File: src/rtl/pfd_pkg.sv
package pfd_pkg;

  // Condition of the detector, decoded from the two lead flags.
  typedef enum logic [1:0] {
    PFD_IDLE     = 2'd0,
    PFD_REF_LEAD = 2'd1,
    PFD_FB_LEAD  = 2'd2,
    PFD_OVERLAP  = 2'd3
  } pfd_state_e;

  function automatic pfd_state_e pfd_decode(input logic up, input logic dn);
    return pfd_state_e'({dn, up});
  endfunction

  // Width of a counter that must hold values 0 .. max_val.
  function automatic int pfd_cnt_width(input int max_val);
    return (max_val < 2) ? 1 : $clog2(max_val + 1);
  endfunction

endpackage

File: src/rtl/pfd_edge_sync.sv
module pfd_edge_sync #(
  parameter int STAGES = 2
) (
  input  logic clk,
  input  logic rst_n,
  input  logic d_i,
  output logic rise_o
);

  // pipe[0 .. STAGES-1] form the synchroniser; pipe[STAGES] holds the previous sample.
  logic [STAGES:0] pipe_q;
  logic [STAGES:0] pipe_d;

  always_comb begin
    pipe_d = {pipe_q[STAGES-1:0], d_i};
  end

  always_ff @(posedge clk or negedge rst_n) begin
    if (!rst_n) begin
      pipe_q <= '0;
    end else begin
      pipe_q <= pipe_d;
    end
  end

  assign rise_o = pipe_q[STAGES-1] & ~pipe_q[STAGES];

endmodule

File: src/rtl/pfd_clear_timer.sv
module pfd_clear_timer #(
  parameter int RESET_DLY = 2
) (
  input  logic clk,
  input  logic rst_n,
  input  logic both_hi_i,
  output logic clr_o
);

  localparam int CW = pfd_pkg::pfd_cnt_width(RESET_DLY);
  localparam logic [CW-1:0] LAST = CW'(RESET_DLY - 1);

  logic [CW-1:0] cnt_q;
  logic [CW-1:0] cnt_d;
  logic          cnt_en;

  // Clear fires in the last cycle of the overlap window.
  assign clr_o = both_hi_i && (cnt_q == LAST);

  always_comb begin
    cnt_d  = cnt_q;
    cnt_en = 1'b0;
    if (!both_hi_i || clr_o) begin
      cnt_d  = '0;
      cnt_en = (cnt_q != '0);
    end else begin
      cnt_d  = cnt_q + 1'b1;
      cnt_en = 1'b1;
    end
  end

  always_ff @(posedge clk or negedge rst_n) begin
    if (!rst_n) begin
      cnt_q <= '0;
    end else if (cnt_en) begin
      cnt_q <= cnt_d;
    end
  end

  // the count never passes the overlap length while both flags are high.
  a_r4_count_bound: assert property (@(posedge clk) disable iff (!rst_n)
    both_hi_i |-> (int'(cnt_q) < RESET_DLY));

  // when the overlap starts, the count begins from zero.
  a_r4_count_start: assert property (@(posedge clk) disable iff (!rst_n)
    $rose(both_hi_i) |-> (cnt_q == '0));

endmodule

File: src/rtl/pfd_tristate.sv
module pfd_tristate #(
  parameter int RESET_DLY   = 2,
  parameter int SYNC_STAGES = 2
) (
  input  logic clk,
  input  logic rst_n,
  input  logic ref_in,
  input  logic fb_in,
  output logic up_o,
  output logic dn_o,
  output logic idle_o
);
  import pfd_pkg::*;

  localparam int NSIDE = 2;

  // Reset: assert at once, release after two clock edges.
  logic [1:0] rsync_q;
  logic       rst_int_n;

  always_ff @(posedge clk or negedge rst_n) begin
    if (!rst_n) begin
      rsync_q <= '0;
    end else begin
      rsync_q <= {rsync_q[0], 1'b1};
    end
  end

  assign rst_int_n = rsync_q[1];

  // Synchronise both inputs and detect their rising edges.
  logic [NSIDE-1:0] raw_in;
  logic [NSIDE-1:0] rise;

  assign raw_in = {fb_in, ref_in};

  for (genvar g = 0; g < NSIDE; g++) begin : g_side
    pfd_edge_sync #(.STAGES(SYNC_STAGES)) u_sync (
      .clk    (clk),
      .rst_n  (rst_int_n),
      .d_i    (raw_in[g]),
      .rise_o (rise[g])
    );
  end

  // Lead flags.
  logic       up_q, dn_q, up_d, dn_d;
  logic       flag_en;
  logic       both_hi;
  logic       clr;
  pfd_state_e state;

  assign both_hi = up_q & dn_q;
  assign state   = pfd_decode(up_q, dn_q);

  pfd_clear_timer #(.RESET_DLY(RESET_DLY)) u_timer (
    .clk       (clk),
    .rst_n     (rst_int_n),
    .both_hi_i (both_hi),
    .clr_o     (clr)
  );

  always_comb begin
    up_d    = up_q;
    dn_d    = dn_q;
    flag_en = 1'b0;
    if (clr) begin
      up_d    = 1'b0;
      dn_d    = 1'b0;
      flag_en = 1'b1;
    end else if (!both_hi) begin
      if (rise[0]) up_d = 1'b1;
      if (rise[1]) dn_d = 1'b1;
      flag_en = |rise;
    end
  end

  always_ff @(posedge clk or negedge rst_int_n) begin
    if (!rst_int_n) begin
      up_q <= 1'b0;
      dn_q <= 1'b0;
    end else if (flag_en) begin
      up_q <= up_d;
      dn_q <= dn_d;
    end
  end

  assign up_o   = up_q;
  assign dn_o   = dn_q;
  assign idle_o = (state == PFD_IDLE);

  // a reference edge seen while the feedback side is low sets the up flag.
  a_r1_ref_sets: assert property (@(posedge clk) disable iff (!rst_int_n)
    (rise[0] && !dn_q) |=> up_q);

  // a feedback edge seen while the reference side is low sets the down flag.
  a_r2_fb_sets: assert property (@(posedge clk) disable iff (!rst_int_n)
    (rise[1] && !up_q) |=> dn_q);

  // a leading flag is held until the other flag arrives.
  a_r3_ref_holds: assert property (@(posedge clk) disable iff (!rst_int_n)
    (state == PFD_REF_LEAD) |=> up_q);
  a_r3_fb_holds: assert property (@(posedge clk) disable iff (!rst_int_n)
    (state == PFD_FB_LEAD) |=> dn_q);

  // both flags always fall together.
  a_r4_fall_together: assert property (@(posedge clk) disable iff (!rst_int_n)
    $fell(up_q) |-> $fell(dn_q));

  // after an overlap the detector never leaves exactly one flag set.
  a_r6_no_rearm: assert property (@(posedge clk) disable iff (!rst_int_n)
    both_hi |=> !(up_q ^ dn_q));

endmodule

File: config.mk
export PLATFORM = sky130hd
export DESIGN_NAME = pfd_tristate
export DESIGN_NICKNAME = d
export VERILOG_FILES = /design/src/rtl/pfd_pkg.sv /design/src/rtl/pfd_edge_sync.sv /design/src/rtl/pfd_clear_timer.sv /design/src/rtl/pfd_tristate.sv
export SDC_FILE = /design/constraint.sdc
export NUM_CORES = 1
export LEC_CHECK = 0
export ABC_AREA = 1
export BUFFER_PORTS_ARGS = -buffer_cell sky130_fd_sc_hd__buf_4
export CAP_MARGIN = 10
export CELL_PAD_IN_SITES_DETAIL_PLACEMENT = 0
export CELL_PAD_IN_SITES_GLOBAL_PLACEMENT = 1
export CORE_AREA = 2 2 39 41
export CTS_CLUSTER_SIZE = 40
export DETAILED_ROUTE_END_ITERATION = 8
export DIE_AREA = 0 0 41 43
export PLACE_DENSITY_LB_ADDON = 0.1
export SLEW_MARGIN = 20
export SYNTH_ARGS = -nofsm -noshare
export SYNTH_HDL_FRONTEND = slang
export SYNTH_SLANG_ARGS = --single-unit
File: constraint.sdc
create_clock -name clk -period 1 [get_ports clk]
set_input_delay 0.2 -clock clk [delete_from_list [all_inputs] [get_ports clk]]
set_output_delay 0.2 -clock clk [all_outputs]
set_load 0.05 [all_outputs]
## Word level (Yosys, flattened, before mapping)

Index checks and enable logic that the tools add are counted.

- $add $sub $neg: 1
- Equal/unequal tests: 2
- Multiplexer cells: 10
- Bitwise logic cells: 5
- Reduce and logical (&&, ||, !) cells: 10

Operators with widths:

| kind | count |
|---|---|
| $mux W1 | 9 |
| $reduce_and A3 Y1 | 2 |
| $reduce_bool A2 Y1 | 3 |
| $and A1 B1 Y1 | 3 |
| $add A2 B1 Y2 const B | 1 |
| $eq A2 B1 Y1 const B | 1 |
| $logic_not A2 Y1 | 1 |
| $mux W2 | 1 |
| $ne A2 B2 Y1 const B | 1 |
| $not A1 Y1 | 2 |
| $reduce_or A2 Y1 | 1 |
| $logic_and A1 B1 Y1 | 1 |
| $logic_not A1 Y1 | 1 |
| $logic_or A1 B1 Y1 | 1 |

- Flip-flop bits (word level): 12
- Bits of input ports: 4
- Output and inout bits: 3
- Logic and storage cells: 34

## Logic depth before layout (Yosys ltp)

- Word-level depth: 6
- Mapped depth: 6
- Gate-level depth less buffers: 6

## By module

Synthesis repeated with hierarchy kept, for this count alone.

- Cell total of the unflattened synthesis: 38
- Area, all modules: 427.9 µm²

Modules (own cells, without submodules):

| module | times used | cells each | area an instance (µm²) | seq. area each (µm²) |
|---|---|---|---|---|
| pfd_edge_sync | 2 | 5 | 85.1 | 75.1 |
| pfd_tristate | 1 | 12 | 130.1 | 100.1 |
| pfd_clear_timer | 1 | 16 | 127.6 | 50.0 |

## Least setup slack after synthesis

Ideal clock, no wire load.

- Kind: reg-to-output
- Start point: reg dn_q, in the netlist dn_o
- End point: out idle_o
- Data arrival time: 1.323 ns
- Required time: 0.800 ns
- Slack: -0.523 ns
- Stages on the path, launching flop included: 2
- Path buffers: 0
- Cell sequence: dfrtp_1 -> nor2_1

- Cells in the longest elaborated chain, start to end: 1

RTL lines:

| what | line | source |
|---|---|---|
| from (decl) | pfd_tristate.sv:47 | `logic up_q, dn_q, up_d, dn_d;` |
| from (signal assigned) | pfd_tristate.sv:84 | `dn_q <= dn_d;` |
| $logic_not A2 Y1 | pfd_tristate.sv:90 | `assign idle_o = (state == PFD_IDLE);` |
| to (decl) | pfd_tristate.sv:11 | `output logic idle_o` |

No other way between the ends.

## Worst setup path in the final report

Same ends and word-level chain as after synthesis.

==> results by group <==
Floorplanning
  • IO Pins: 7
  • Initial Util: 0.3047
  • Die ar.: 1763 um2
  • Height of the die: 43 um
  • Placeable Area: 1384 um2
  • Chip width: 41 um
  • Std cell rows: 14

Power
  • Comb pwr share: 0.466
  • Reg power frac: 0.345
  • Clock share of power: 0.189
  • Pleak: 0.0003044 uW
  • Sw frac: 0.3827
  • Switching Power: 748.1 uW
  • Pint: 1207 uW
  • Power Dens Cells: 3051 nW/um2
  • Peak supply drop: 0.0009153 V

Clocking
  • Sink Count: 12
  • Worst-path clk slew: 0.07 ns
  • Htree depth: 1
  • CTS max path bufs: 2
  • CTS tree: built
  • Total CTS buffers: 3
  • Root Buffer: clkbuf_4
  • Clock latency on the worst-skew pair: 0.26 ns

Logic synthesis
  • Seq/Total Area, Yosys: 0.7122
  • Yosys top cell by area: dfrtp_1
  • Synthesized instance count: 37
  • Top-area cell type share of the netlist area: 0.7122
  • Synth Cell Area: 421.7 um2
  • Synthesized net count: 43
  • YS warnings: 0
  • Seq cells post-synth: 12
  • Syn Area/Cell: 11.40 um2
  • Distinct cells, synth: 9
  • Synth area leaders: dfrtp_1 (71%), inv_1 (6.2%), ha_1 (5.9%)

Route
  • Met3 wire length: 20 um
  • Routed wire per std cell: 9.130 um
  • Vias: 293
  • Via density: 4.246
  • DRC: 0
  • Post-route ant nets: 0
  • Top Layer Used: met3
  • Drt first pass iters: 2
  • WL final: 630 um
  • M1 wire length: 228 um
  • DRT iter0 DRCs: 3
  • WL met2: 381 um

Global routing
  • First-pass GRT wire length: 1014 um
  • Pin count of the biggest net entering global routing: 11
  • Initial antenna violation count: 0
  • Total GRT Usage: 0.09446
  • Vias in the first global route: 255
  • Grt total ovfl: 0

Place
  • Dpl cells: 59
  • I/O Buffers: 6
  • Cell Area, Placed: 496.7 um2
  • Hpwl dp: 460.1 um
  • RePlAce Congestion: 0.5918
  • Pre-CTS WS: -0.05075 ns

Cells and area
  • Area of the multi-input gates: 155.1 um2
  • Design Area, Final: 640.6 um2
  • Final non-filler cell total: 69
  • Seq. cell area: 302.8 um2
  • Share of cells above drive strength 1: 0.5283
  • Util after Layout: 0.4629
  • Nets@finish: 60
  • P&R area growth vs syn: 51.93%
  • ANT cells: 0
  • Number of fillers in the final layout: 129

Setup path
  • Slowest CP cell: dfrtp_2
  • CP Data Arrival Time: 0.96 ns
  • Worst path max stage delay: 0.43 ns
  • Worst Path Max Fanout: 3
  • Critical path type: register to output pin
  • Worst EP required: 0.80 ns
  • CP startpoint kind: register
  • Worst setup EP type: output pin
  • Critical path, cell by cell: nor2_4, buf_8

Status
  • Status: finished with violations
  • Failing checks: setup timing

Flow run
  • Max Cap Violations: 0

STA
  • Clock Skew: 0.002198 ns
  • Final Setup Violations: 3
  • Final worst setup slack: -0.1568 ns
  • Final Max Tran Viols: 0
  • Final period util: 1.157
  • F_max: 0.8645 GHz
  • Worst hold slack: 0.03665 ns
  • RSZ-0062 raised after global routing: yes
  • Shortest period the worst path allows: 1.157 ns
  • Final hold violation count: 0

Worst hold path
  • Worst hold-check path type: primary input to register
-- cells by family (layout without fill, tap and decap cells) --
logic type / Yosys count / after routing / share of synthesized area
buf+inv: 7 / 23 / 0.06233
compound gates: 2 / 2 / 0.02374
fa+ha+maj: 2 / 2 / 0.05934
other cells: 1 / 1 / 0.008894
simple gates: 13 / 13 / 0.1335
flops: 12 / 12 / 0.7122
-- through the flow --
step,power [uW],TNS (ns)
2_1_floorplan,1092,-0.05151
5_1_grt,2107,-0.5331
3_3_place_gp,1223,0
3_5_place_dp,1259,-0.09799
4_1_cts,1736,-0.3791
6_report,1955,-0.3362
-- Yosys cell counts --
cell type  number
nor2_2          1
o21ai_0         2
ha_1            2
nand3_1         4
inv_1           7
nor2_1          3
dfrtp_1        12
conb_1          1
nand2_1         5
-- routing by layer --
metal,GRT usage,up-vias
met4,0.1000,0
met5,0,-
met3,0.03141,0
met1,0.09343,145
li1,-,142
met2,0.1375,6
-- layout by cell type, fill, tap and decap left out --
master / count
o21ai_1: 1
inv_1: 4
dfrtp_2: 2
buf_8: 1
nor2_1: 2
dfrtp_1: 10
buf_4: 10
o21ai_0: 1
dlygate4sd3_1: 1
clkbuf_4: 3
nand3_2: 3
ha_4: 2
clkbuf_8: 1
nor2_4: 1
nand2_1: 5
nand3_4: 1
inv_2: 3
nor2_2: 1
conb_1: 1
-- area by class of cell --
type                    count  share of cell area
flip-flops and latches     12              0.4727
repair buffers             12              0.1563
inverters                   7             0.04102
multi-input cells          18              0.2422
clock buffers               4             0.05664
well taps                  16             0.03125
-- worst max-delay path, delay by kind of cell, from the launching register on --
kind	cells	cell delay [ns]
buffers and inverters	1	0.15
flip-flops	1	0.43
AND/OR/NAND/NOR	1	0.12
-- worst paths after layout --
kind | startpoint | to | slack, ns | cells past startpoint
max in group asynchronous | rsync_q[1] | dn_o | 0.54 | 0
worst min register to register | rsync_q[1] | g_side[0].u_sync.pipe_q[1] | 0.16 | 0
worst max-delay path | dn_o | idle_o | -0.16 | 2
min in group asynchronous | rsync_q[1] | g_side[0].u_sync.pipe_q[1] | 0.16 | 0
worst min-delay path | ref_in | g_side[0].u_sync.pipe_q[0] | 0.04 | 1
worst max register to register | u_timer.cnt_q[0] | u_timer.cnt_q[0] | 0.01 | 5
-- power by group through the flow --
| stage | sequential [uW] | combinational, uW | clock [uW] |
|---|---|---|---|
| global route | 690 | 999 | 419 |
| CTS | 665 | 687 | 384 |
| finish | 675 | 910 | 369 |
| floorplan | 812 | 280 | 0 |
| global placement | 691 | 532 | 0 |
| detailed placement | 702 | 556 | 0 |
-- sequential cells by signal, indices dropped and copies added (netlist names) --
| register | flops |
|---|---|
| g_side.u_sync.pipe_q | 6 |
| up_o | 1 |
| dn_o | 1 |
| rsync_q | 2 |
| u_timer.cnt_q | 2 |
-- timing repair --
action | 4_1_cts | 5_1_grt
cloned | 0 | 0
resized for setup | 3 | 12
setup buffers | 3 | 2
hold endpoints to repair | 2 | 0
pin swaps | 1 | 3
endpoints found under the setup margin | 7 | 7
hold buffers | 1 | 0
Note: power is estimated with default switching activity, not from simulation.
